`src/rtl/tmr_pkg.sv`:
```
// Shared constants and types for the limit-matching counter timer.
// Assumes a 32-bit register word with the count field sitting above
// a block of zero bits and below a single flag bit.
package tmr_pkg;
    localparam int WORD_W   = 32;
    localparam int CNT_W    = 22;
    localparam int CNT_LSB  = 9;
    localparam int FLAG_BIT = 31;

    typedef logic [CNT_W-1:0]  cnt_t;
    typedef logic [WORD_W-1:0] word_t;

    // Register select encoding on addr_i
    typedef enum logic {
        SEL_COUNT = 1'b0,
        SEL_LIMIT = 1'b1
    } reg_sel_e;
endpackage

```
`src/rtl/tmr_prescaler.sv`:
```
// Divides the system clock into a one-cycle tick enable every DIV cycles.
// Assumes DIV >= 1; restart_i forces the phase back to zero so the next
// tick comes exactly DIV cycles later.
module tmr_prescaler #(
    parameter int DIV = 25
) (
    input  logic clk_i,
    input  logic rst_ni,
    input  logic restart_i,
    output logic tick_o
);
    localparam int PW = (DIV > 1) ? $clog2(DIV) : 1;

    generate
        if (DIV > 1) begin : g_div
            logic [PW-1:0] phase_q;

            assign tick_o = (phase_q == PW'(DIV - 1));

            // Phase counter: wraps after DIV cycles, restarts on request
            always_ff @(posedge clk_i) begin
                if (!rst_ni || restart_i) begin
                    phase_q <= '0;
                end else if (tick_o) begin
                    phase_q <= '0;
                end else begin
                    phase_q <= phase_q + 1'b1;
                end
            end

            // ticks are single-cycle pulses, never adjacent
            p_tick_gap_r1: assert property (@(posedge clk_i) disable iff (!rst_ni)
                tick_o |=> !tick_o);
        end else begin : g_nodiv
            logic unused_restart;
            assign unused_restart = restart_i;
            assign tick_o = 1'b1;
        end
    endgenerate
endmodule

```
`src/rtl/tmr_core.sv`:
```
// Count register with limit comparison and sticky flag.
// Assumes tick_i is a one-cycle enable; load_i (limit write) takes
// priority over everything; a match outranks a same-cycle clear.
module tmr_core
    import tmr_pkg::*;
(
    input  logic clk_i,
    input  logic rst_ni,
    input  logic tick_i,
    input  logic load_i,
    input  logic clr_i,
    input  cnt_t limit_i,
    output cnt_t count_o,
    output logic flag_o
);
    localparam cnt_t ONE_STEP = cnt_t'(1);

    cnt_t count_q;
    logic flag_q;
    cnt_t count_nxt;
    logic hit;

    // Next step and limit comparison (zero limit disables matching)
    always_comb begin
        count_nxt = count_q + ONE_STEP;
        hit       = (limit_i != '0) && (count_nxt == limit_i);
    end

    // Count register: reload on limit write or match, else step per tick
    always_ff @(posedge clk_i) begin
        if (!rst_ni || load_i) begin
            count_q <= ONE_STEP;
        end else if (tick_i) begin
            count_q <= hit ? ONE_STEP : count_nxt;
        end
    end

    // Sticky flag: set on match, cleared by acknowledge or limit write
    always_ff @(posedge clk_i) begin
        if (!rst_ni || load_i) begin
            flag_q <= 1'b0;
        end else if (tick_i && hit) begin
            flag_q <= 1'b1;
        end else if (clr_i) begin
            flag_q <= 1'b0;
        end
    end

    assign count_o = count_q;
    assign flag_o  = flag_q;

    // the count holds between ticks
    p_hold_r1: assert property (@(posedge clk_i) disable iff (!rst_ni)
        (!tick_i && !load_i) |=> $stable(count_o));

    // a tick reaching the limit sets the flag and restarts at one step
    p_match_r3: assert property (@(posedge clk_i) disable iff (!rst_ni)
        (tick_i && !load_i && limit_i != '0 && count_o + ONE_STEP == limit_i)
        |=> (flag_o && count_o == ONE_STEP));

    // the flag persists while nothing clears it
    p_sticky_r5: assert property (@(posedge clk_i) disable iff (!rst_ni)
        (flag_o && !clr_i && !load_i) |=> flag_o);

    // a limit write always restarts and clears
    p_load_r7: assert property (@(posedge clk_i) disable iff (!rst_ni)
        load_i |=> (count_o == ONE_STEP && !flag_o));

    // zero limit never raises the flag
    p_nomatch_r8: assert property (@(posedge clk_i) disable iff (!rst_ni)
        (limit_i == '0 && !flag_o && !load_i) |=> !flag_o);

    // zero limit wraps the count silently to zero
    p_wrap_r8: assert property (@(posedge clk_i) disable iff (!rst_ni)
        (tick_i && !load_i && limit_i == '0 && count_o == '1) |=> count_o == '0);
endmodule

```
`src/rtl/tmr_regs.sv`:
```
// Register port: decodes strobes, holds the limit, muxes read data.
// Assumes single-cycle strobes and a combinational read path; bits
// below the count field and the top bit of the limit are not stored.
module tmr_regs
    import tmr_pkg::*;
(
    input  logic  clk_i,
    input  logic  rst_ni,
    input  logic  wr_i,
    input  logic  rd_i,
    input  logic  addr_i,
    input  word_t wdata_i,
    input  cnt_t  count_i,
    input  logic  flag_i,
    output cnt_t  limit_o,
    output logic  load_o,
    output logic  clr_o,
    output word_t rdata_o
);
    cnt_t limit_q;
    logic sel_lim;
    logic unused_wbits;

    assign sel_lim      = (reg_sel_e'(addr_i) == SEL_LIMIT);
    assign unused_wbits = ^{wdata_i[FLAG_BIT], wdata_i[CNT_LSB-1:0]};

    // Strobe decode: only the limit word has write or read side effects
    always_comb begin
        load_o = wr_i && sel_lim;
        clr_o  = rd_i && sel_lim;
    end

    // Limit register: captures the count-aligned field of a limit write
    always_ff @(posedge clk_i) begin
        if (!rst_ni) begin
            limit_q <= '0;
        end else if (load_o) begin
            limit_q <= wdata_i[CNT_LSB +: CNT_W];
        end
    end

    // Read mux: flag and count for the counter word, limit for the other
    always_comb begin
        if (sel_lim) begin
            rdata_o = {1'b0, limit_q, {CNT_LSB{1'b0}}};
        end else begin
            rdata_o = {flag_i, count_i, {CNT_LSB{1'b0}}};
        end
    end

    assign limit_o = limit_q;

    // the limit moves only on a limit-word write
    p_lim_hold_r9: assert property (@(posedge clk_i) disable iff (!rst_ni)
        !(wr_i && addr_i) |=> $stable(limit_o));
endmodule

```
`src/rtl/lim_ctr_timer.sv`:
```
// Top of the limit-matching counter timer: prescaler, register port
// and count core. Assumes SYS_HZ is a whole multiple of TICK_HZ.
module lim_ctr_timer #(
    parameter int SYS_HZ  = 50_000_000,
    parameter int TICK_HZ = 2_000_000
) (
    input  logic        clk_i,
    input  logic        rst_ni,
    input  logic        wr_i,
    input  logic        rd_i,
    input  logic        addr_i,
    input  logic [31:0] wdata_i,
    output logic [31:0] rdata_o,
    output logic        irq_o
);
    import tmr_pkg::*;

    localparam int DIV = (SYS_HZ / TICK_HZ < 1) ? 1 : SYS_HZ / TICK_HZ;

    logic tick;
    logic load;
    logic clr;
    cnt_t limit;
    cnt_t count;
    logic flag;

    tmr_prescaler #(.DIV(DIV)) u_pre (
        .clk_i     (clk_i),
        .rst_ni    (rst_ni),
        .restart_i (load),
        .tick_o    (tick)
    );

    tmr_regs u_regs (
        .clk_i   (clk_i),
        .rst_ni  (rst_ni),
        .wr_i    (wr_i),
        .rd_i    (rd_i),
        .addr_i  (addr_i),
        .wdata_i (wdata_i),
        .count_i (count),
        .flag_i  (flag),
        .limit_o (limit),
        .load_o  (load),
        .clr_o   (clr),
        .rdata_o (rdata_o)
    );

    tmr_core u_core (
        .clk_i   (clk_i),
        .rst_ni  (rst_ni),
        .tick_i  (tick),
        .load_i  (load),
        .clr_i   (clr),
        .limit_i (limit),
        .count_o (count),
        .flag_o  (flag)
    );

    assign irq_o = flag;

    // the request follows the flag bit seen on the counter word
    p_irq_level_r5: assert property (@(posedge clk_i) disable iff (!rst_ni)
        (!addr_i) |-> (irq_o == rdata_o[FLAG_BIT]));
endmodule

```
`config.mk`:
```
export PLATFORM = sky130hd
export DESIGN_NAME = lim_ctr_timer
export DESIGN_NICKNAME = d
export VERILOG_FILES = /design/src/rtl/tmr_pkg.sv /design/src/rtl/tmr_prescaler.sv /design/src/rtl/tmr_core.sv /design/src/rtl/tmr_regs.sv /design/src/rtl/lim_ctr_timer.sv
export SDC_FILE = /design/constraint.sdc
export NUM_CORES = 1
export LEC_CHECK = 0
export CAP_MARGIN = 40
export CORE_MARGIN = 5
export CORE_UTILIZATION = 55
export DETAILED_ROUTE_END_ITERATION = 12
export PLACE_DENSITY = 0.94
export SLEW_MARGIN = 10
export SYNTH_ARGS = -nofsm -noshare
export SYNTH_HDL_FRONTEND = slang
export SYNTH_SLANG_ARGS = --single-unit
```
`constraint.sdc`:
```
create_clock -name clk_i -period 6.1 [get_ports clk_i]
set_clock_uncertainty 0.05 [all_clocks]
set_input_delay 0.915 -clock clk_i [delete_from_list [all_inputs] [get_ports clk_i]]
set_output_delay 0.915 -clock clk_i [all_outputs]
set_load 0.1 [all_outputs]
```
==> metrics.yaml, run 1 <==
status: "finished, final reports clean"
wire_per_inst_um: 20.84
die_area_um2: 7430
nNetsFinal: 488
cts_resized: 0
post_cts_buffers: 0
drt-initial-drc-count: 522
cp.required_ns: 5.13
postSynthAreaPerCell_um2: 8.104
fp-row-count: 27
finalCritPeriodShare_pct: 68.44
grt_max_degree: 25
synthCells: 394
slowest_stage: "clkdlybuf4s50_1"
power_leakage_nw: 1.482
path_clk_slew_ns: 0.09
cp-start-kind: "input pin"
synth-seq-area-share_pct: 31.35
num_antenna_cells: 0
fin_crit_ns: 4.175
cts-root-buf: "clkbuf_8"
arrival_ns: 3.21
placed_area_um2: 4009
die_y_um: 86.20
synth_edf_count: 0
grt_overflow_total: 0
initial_core_util_pct: 57.28
worst_pin_slew_ns: 0.7960
ant_nets: 0
cp_cell_sequence: "clkdlybuf4s50_1 > buf_8 > mux2_2 > clkdlybuf4s50_1 > buf_8"
track_usage_pct: 29.15
powerDensity_nw_per_um2: 173.6
finalSetupViolCount: 0
rsz0062_at_grt: "no"
cp-end-kind: "output port"
via_per_inst: 6.448
synthFlopType: "dfxtp_1"
hold_class: "register to register"
final_cell_mix: "nand2_1 (61), clkdlybuf4s50_1 (50), dfxtp_1 (50), xnor2_1 (28), buf_8 (25)"
cts_tree: "yes"
layout_commonest_cell: "nand2_1"
wl_um: 10840
async_reset_ff_share_pct: 0
hpwl_um: 7104
io_pins: 70
clk_latency_ns: 0.31
die_x_um: 86.20
slew_headroom_pct: 46.81
routabilityCongestion: 0.9079
drc: 0
max_freq_mhz: 239.5
critPathMaxStageDelay_ns: 0.91
max-vdd-ir-drop_v: 0.0001395
port_buffers: 50
grt_pass1_vias: 3303
h-tree-depth: 2
finalHoldViolCount: 0
area.growth.synth_to_final_pct: 28.41
cts_sinks: 50
m1WireLength_um: 3853
maxCapViolations: 0
routed-via-count: 3353
highest_layer: "met4"
clk_path_buf_depth: 2
path_class: "input pin to output port"
drive_gt1_share_pct: 12.72
grt_pass1_wl_um: 16950
ys_types: 50
cts_made_buffers: 5
syn-cell-area_um2: 3193
yosys_warnings: 0
postCtsHoldBufs: 0
cp_max_fo: 17
antenna_found_initial: 0
tns_ns: 0
wl_met2_um: 5094
coreArea_um2: 5574
ys_ff_latch: 50
fin_area_um2: 4100
dr.pass1.iters: 8
slew_viol_final: 0
dr_wl_met3_um: 1253
-- worst paths after layout --
path | slack (ns) | cells past startpoint | to | start
hold / removal | 0.43 | 1 | u_pre.g_div.phase_q[0] | u_pre.g_div.phase_q[0]
setup reg to reg | 2.42 | 9 | u_core.count_o[18] | u_core.count_o[0]
setup / recovery | 1.93 | 5 | rdata_o[13] | addr_i
hold reg to reg | 0.43 | 1 | u_pre.g_div.phase_q[0] | u_pre.g_div.phase_q[0]
-- per-layer routing --
layer,track usage (%),vias to the layer above
met5,0,-
met4,16.01,0
met3,8.175,70
met2,49.47,300
met1,32.96,1515
li1,-,1468
-- state kept, by name, indices dropped and copies added, names as in the netlist --
name                 count
u_regs.limit_o          22
u_pre.g_div.phase_q      5
u_core.count_o          22
u_core.flag_o            1
-- metrics by stage --
stage               setup slack (ns)  power, mW  cells  hold slack (ns)  utilization (%)
floorplan                      1.671     0.4561    402           0.3797                -
global placement               1.468     0.4856    485           0.3926            64.78
detailed placement             2.068     0.5080    512           0.4071            71.92
CTS                            1.987     0.7041    520           0.4277            73.56
global route                   1.950     0.7304    520           0.4634            73.56
finish                         1.925     0.7116    520           0.4266            73.56
-- cell usage after synthesis (2+ instances only) --
cell type | n | area [um2]
nand2b_1 | 2 | 12.51
nand3_1 | 18 | 90.09
nand2_1 | 61 | 229.0
and4_1 | 2 | 17.52
xnor2_1 | 28 | 245.2
nand4b_1 | 2 | 17.52
mux2_2 | 19 | 214.0
a21oi_1 | 3 | 15.01
o31ai_1 | 5 | 37.54
buf_4 | 12 | 90.09
dfxtp_1 | 50 | 1001
ha_1 | 4 | 50.05
inv_1 | 6 | 22.52
o21ai_0 | 5 | 25.02
nand3b_1 | 2 | 15.01
o21a_1 | 2 | 15.01
o22ai_1 | 2 | 12.51
clkbuf_1 | 22 | 82.58
and2_0 | 2 | 12.51
xor2_1 | 19 | 166.4
nor4_1 | 11 | 68.82
nor2_1 | 18 | 67.56
nor3_1 | 22 | 110.1
and3_1 | 8 | 50.05
a21boi_0 | 23 | 172.7
buf_2 | 3 | 15.01
a31oi_1 | 7 | 43.79
nand4_1 | 14 | 87.58
-- cells by family after synthesis --
logic type,after synthesis,share of synthesized area [%]
xor gates and xnor gates,47,12.89
AOI/OAI and AO/OA,55,12.15
and+or+nand+nor,172,27.86
muxes,20,7.014
buffers and inverters,45,7.053
adders and majority gates,4,1.567
DFF,50,31.35
other,1,0.1174
-- area by class of cell --
cell class	instances	area, um2
Tap cell	72	90.09
Clock buffer	7	86.33
Sequential cell	50	1001
Fill cell	335	1474
Multi-Input combinational cell	307	1997
Inverter	6	22.52
Clock inverter	1	5.005
Timing Repair Buffer	77	898.4
-- worst max-delay path, delay by kind of cell --
family | cells | cell delay [ns]
buffers and inverters | 4 | 1.89
multiplexers | 1 | 0.39
-- where the power goes --
part	switching (mW)	internal (mW)	leakage, nW	total [mW]
Sequential	0.0117	0.334	0.406	0.346
Clock	0.112	0.0918	0.0482	0.204
Combinational	0.104	0.0581	1.03	0.162
Total	0.228	0.484	1.48	0.712
Note: power is estimated with default switching activity, not from simulation.
==> run 2: changes to the inputs <==
--- a/config.mk
+++ b/config.mk
@@ -7,9 +7,9 @@
 export LEC_CHECK = 0
 export CAP_MARGIN = 40
 export CORE_MARGIN = 5
-export CORE_UTILIZATION = 55
+export CORE_UTILIZATION = 51
 export DETAILED_ROUTE_END_ITERATION = 12
-export PLACE_DENSITY = 0.94
+export PLACE_DENSITY = 0.88
 export SLEW_MARGIN = 10
 export SYNTH_ARGS = -nofsm -noshare
 export SYNTH_HDL_FRONTEND = slang
==> constraint.sdc (replaced) <==
create_clock -name clk_i -period 4 [get_ports clk_i]
set_clock_uncertainty 0.05 [all_clocks]
set_input_delay 0.6 -clock clk_i [delete_from_list [all_inputs] [get_ports clk_i]]
set_output_delay 0.6 -clock clk_i [all_outputs]
set_load 0.1 [all_outputs]
==> metrics.yaml, run 2 (synthesis results as in run 1) <==
status: "finished, final reports clean"
drc: 0
cp.required_ns: 4.14
post_cts_buffers: 0
track_usage_pct: 20.19
clk_path_buf_depth: 2
hold_class: "register to register"
finalSetupViolCount: 0
holdPathEnd: "u_pre.g_div.phase_q[0]"
placed_area_um2: 3628
pre_cts_ws_ns: 0.7712
min-delay-start: "u_pre.g_div.phase_q[0]"
power_mw: 1.035
finalCritPeriodShare_pct: 82.99
routed-via-count: 2954
nNetsFinal: 469
num_antenna_cells: 0
r2r-start: "u_core.count_o[0]"
final_cell_mix: "nand2_1 (61), dfxtp_1 (50), buf_4 (29), xnor2_1 (28), clkdlybuf4s50_1 (27)"
drive_gt1_share_pct: 14.45
cts-root-buf: "clkbuf_8"
cts_sinks: 50
antenna_found_initial: 0
fin_area_um2: 3719
path_clk_slew_ns: 0.10
clk_latency_ns: 0.31
grt_pass1_wl_um: 12870
layout_commonest_cell: "nand2_1"
io_pins: 70
rsz0062_at_grt: "no"
regToRegSetupSlack_ns: 0.68
cp_max_fo: 9
drt-initial-drc-count: 186
wl_um: 7839
area.growth.synth_to_final_pct: 16.46
tns_ns: 0
hold_path_depth: 1
grt_max_degree: 29
power_leakage_nw: 1.373
port_buffers: 50
coreArea_um2: 5991
postCtsHoldBufs: 0
initial_core_util_pct: 53.30
finalHoldViolCount: 0
max_freq_mhz: 301.2
die_y_um: 89.13
cts_tree: "yes"
die_x_um: 89.13
worst_pin_slew_ns: 0.6974
arrival_ns: 3.46
fin_crit_ns: 3.320
slew_viol_final: 0
path_class: "register to register"
setup_ws_ns: 0.6802
hold_ws_ns: 0.4214
ant_nets: 0
cp-start-kind: "register"
wire_per_inst_um: 15.55
cp-end-kind: "register"
dr.pass1.iters: 5
cts_resized: 0
grt_overflow_total: 0
rr_endpoint: "u_core.count_o[15]"
fp-row-count: 28
via_per_inst: 5.861
grt_pass1_vias: 2821
max-vdd-ir-drop_v: 0.0002184
cts_made_buffers: 5
h-tree-depth: 2
hpwl_um: 5913
routabilityCongestion: 0.8937
die_area_um2: 7943
n_fill_cell: 517
reg2regPathDepth: 9
maxCapViolations: 0
slew_headroom_pct: 53.26
powerDensity_nw_per_um2: 278.4
## run 2: cell types whose count changed in the layout (fill, tap and decap cells not counted), sizes merged
cell / previous run / this run
clkdlybuf4s50: 50 / 27
clkinv: 1 / 2
clkinvlp: 0 / 1
buf: 27 / 31
clkbuf: 7 / 5
## run 2: stage by stage
stage,utilization (%),cells
floorplan,-,402
global placement,60.13,494
detailed placement,60.57,496
CTS,62.07,504
global route,62.07,504
finish,62.07,504
## run 2: area by class of cell
class / instances / area [um2] / share of cell area (%)
tap: 75 / 93.84 / 2.524
timing repair buffer: 58 / 514.2 / 13.83
inverter: 6 / 22.52 / 0.6057
multi-input combinational: 307 / 1997 / 53.70
clock inverter: 3 / 21.27 / 0.5720
sequential: 50 / 1001 / 26.92
clock buffer: 5 / 68.82 / 1.851
## run 2: per-layer routing
metal  global-route usage, %  up-vias  wire (um)
li1                        -     1431          -
met1                   24.07     1381       3158
met2                   36.17      121       3898
met3                   3.502       21        577
met4                   7.307        0        204
met5                       0        -          0
## run 2: worst max-delay path: stages, from the launching register on
cell     delay (ns)
dfxtp_1        0.53
ha_1           0.26
nand3_1        0.22
or4_1          0.65
o21a_1         0.24
nor4b_2        0.28
nand4_1        0.21
o31a_1         0.47
a31oi_1        0.21
o31ai_1        0.09
## run 2: report_power, final
| part | internal, mW | leakage (nW) | switching [mW] |
|---|---|---|---|
| combinational | 0.0693 | 0.923 | 0.140 |
| sequential | 0.509 | 0.406 | 0.0158 |
| clock | 0.123 | 0.0441 | 0.177 |
## run 2: worst max path at each step
stage                      startpoint                 end  slack (ns)  cells past startpoint
floorplan                      addr_i         rdata_o[17]        0.20                      3
global placement    u_core.count_o[0]  u_core.count_o[20]        0.81                      9
detailed placement  u_core.count_o[0]  u_core.count_o[15]        0.77                      9
CTS                 u_core.count_o[0]  u_core.count_o[20]        0.75                      9
global route        u_core.count_o[0]  u_core.count_o[20]        0.49                      9
finish              u_core.count_o[0]  u_core.count_o[15]        0.68                      9
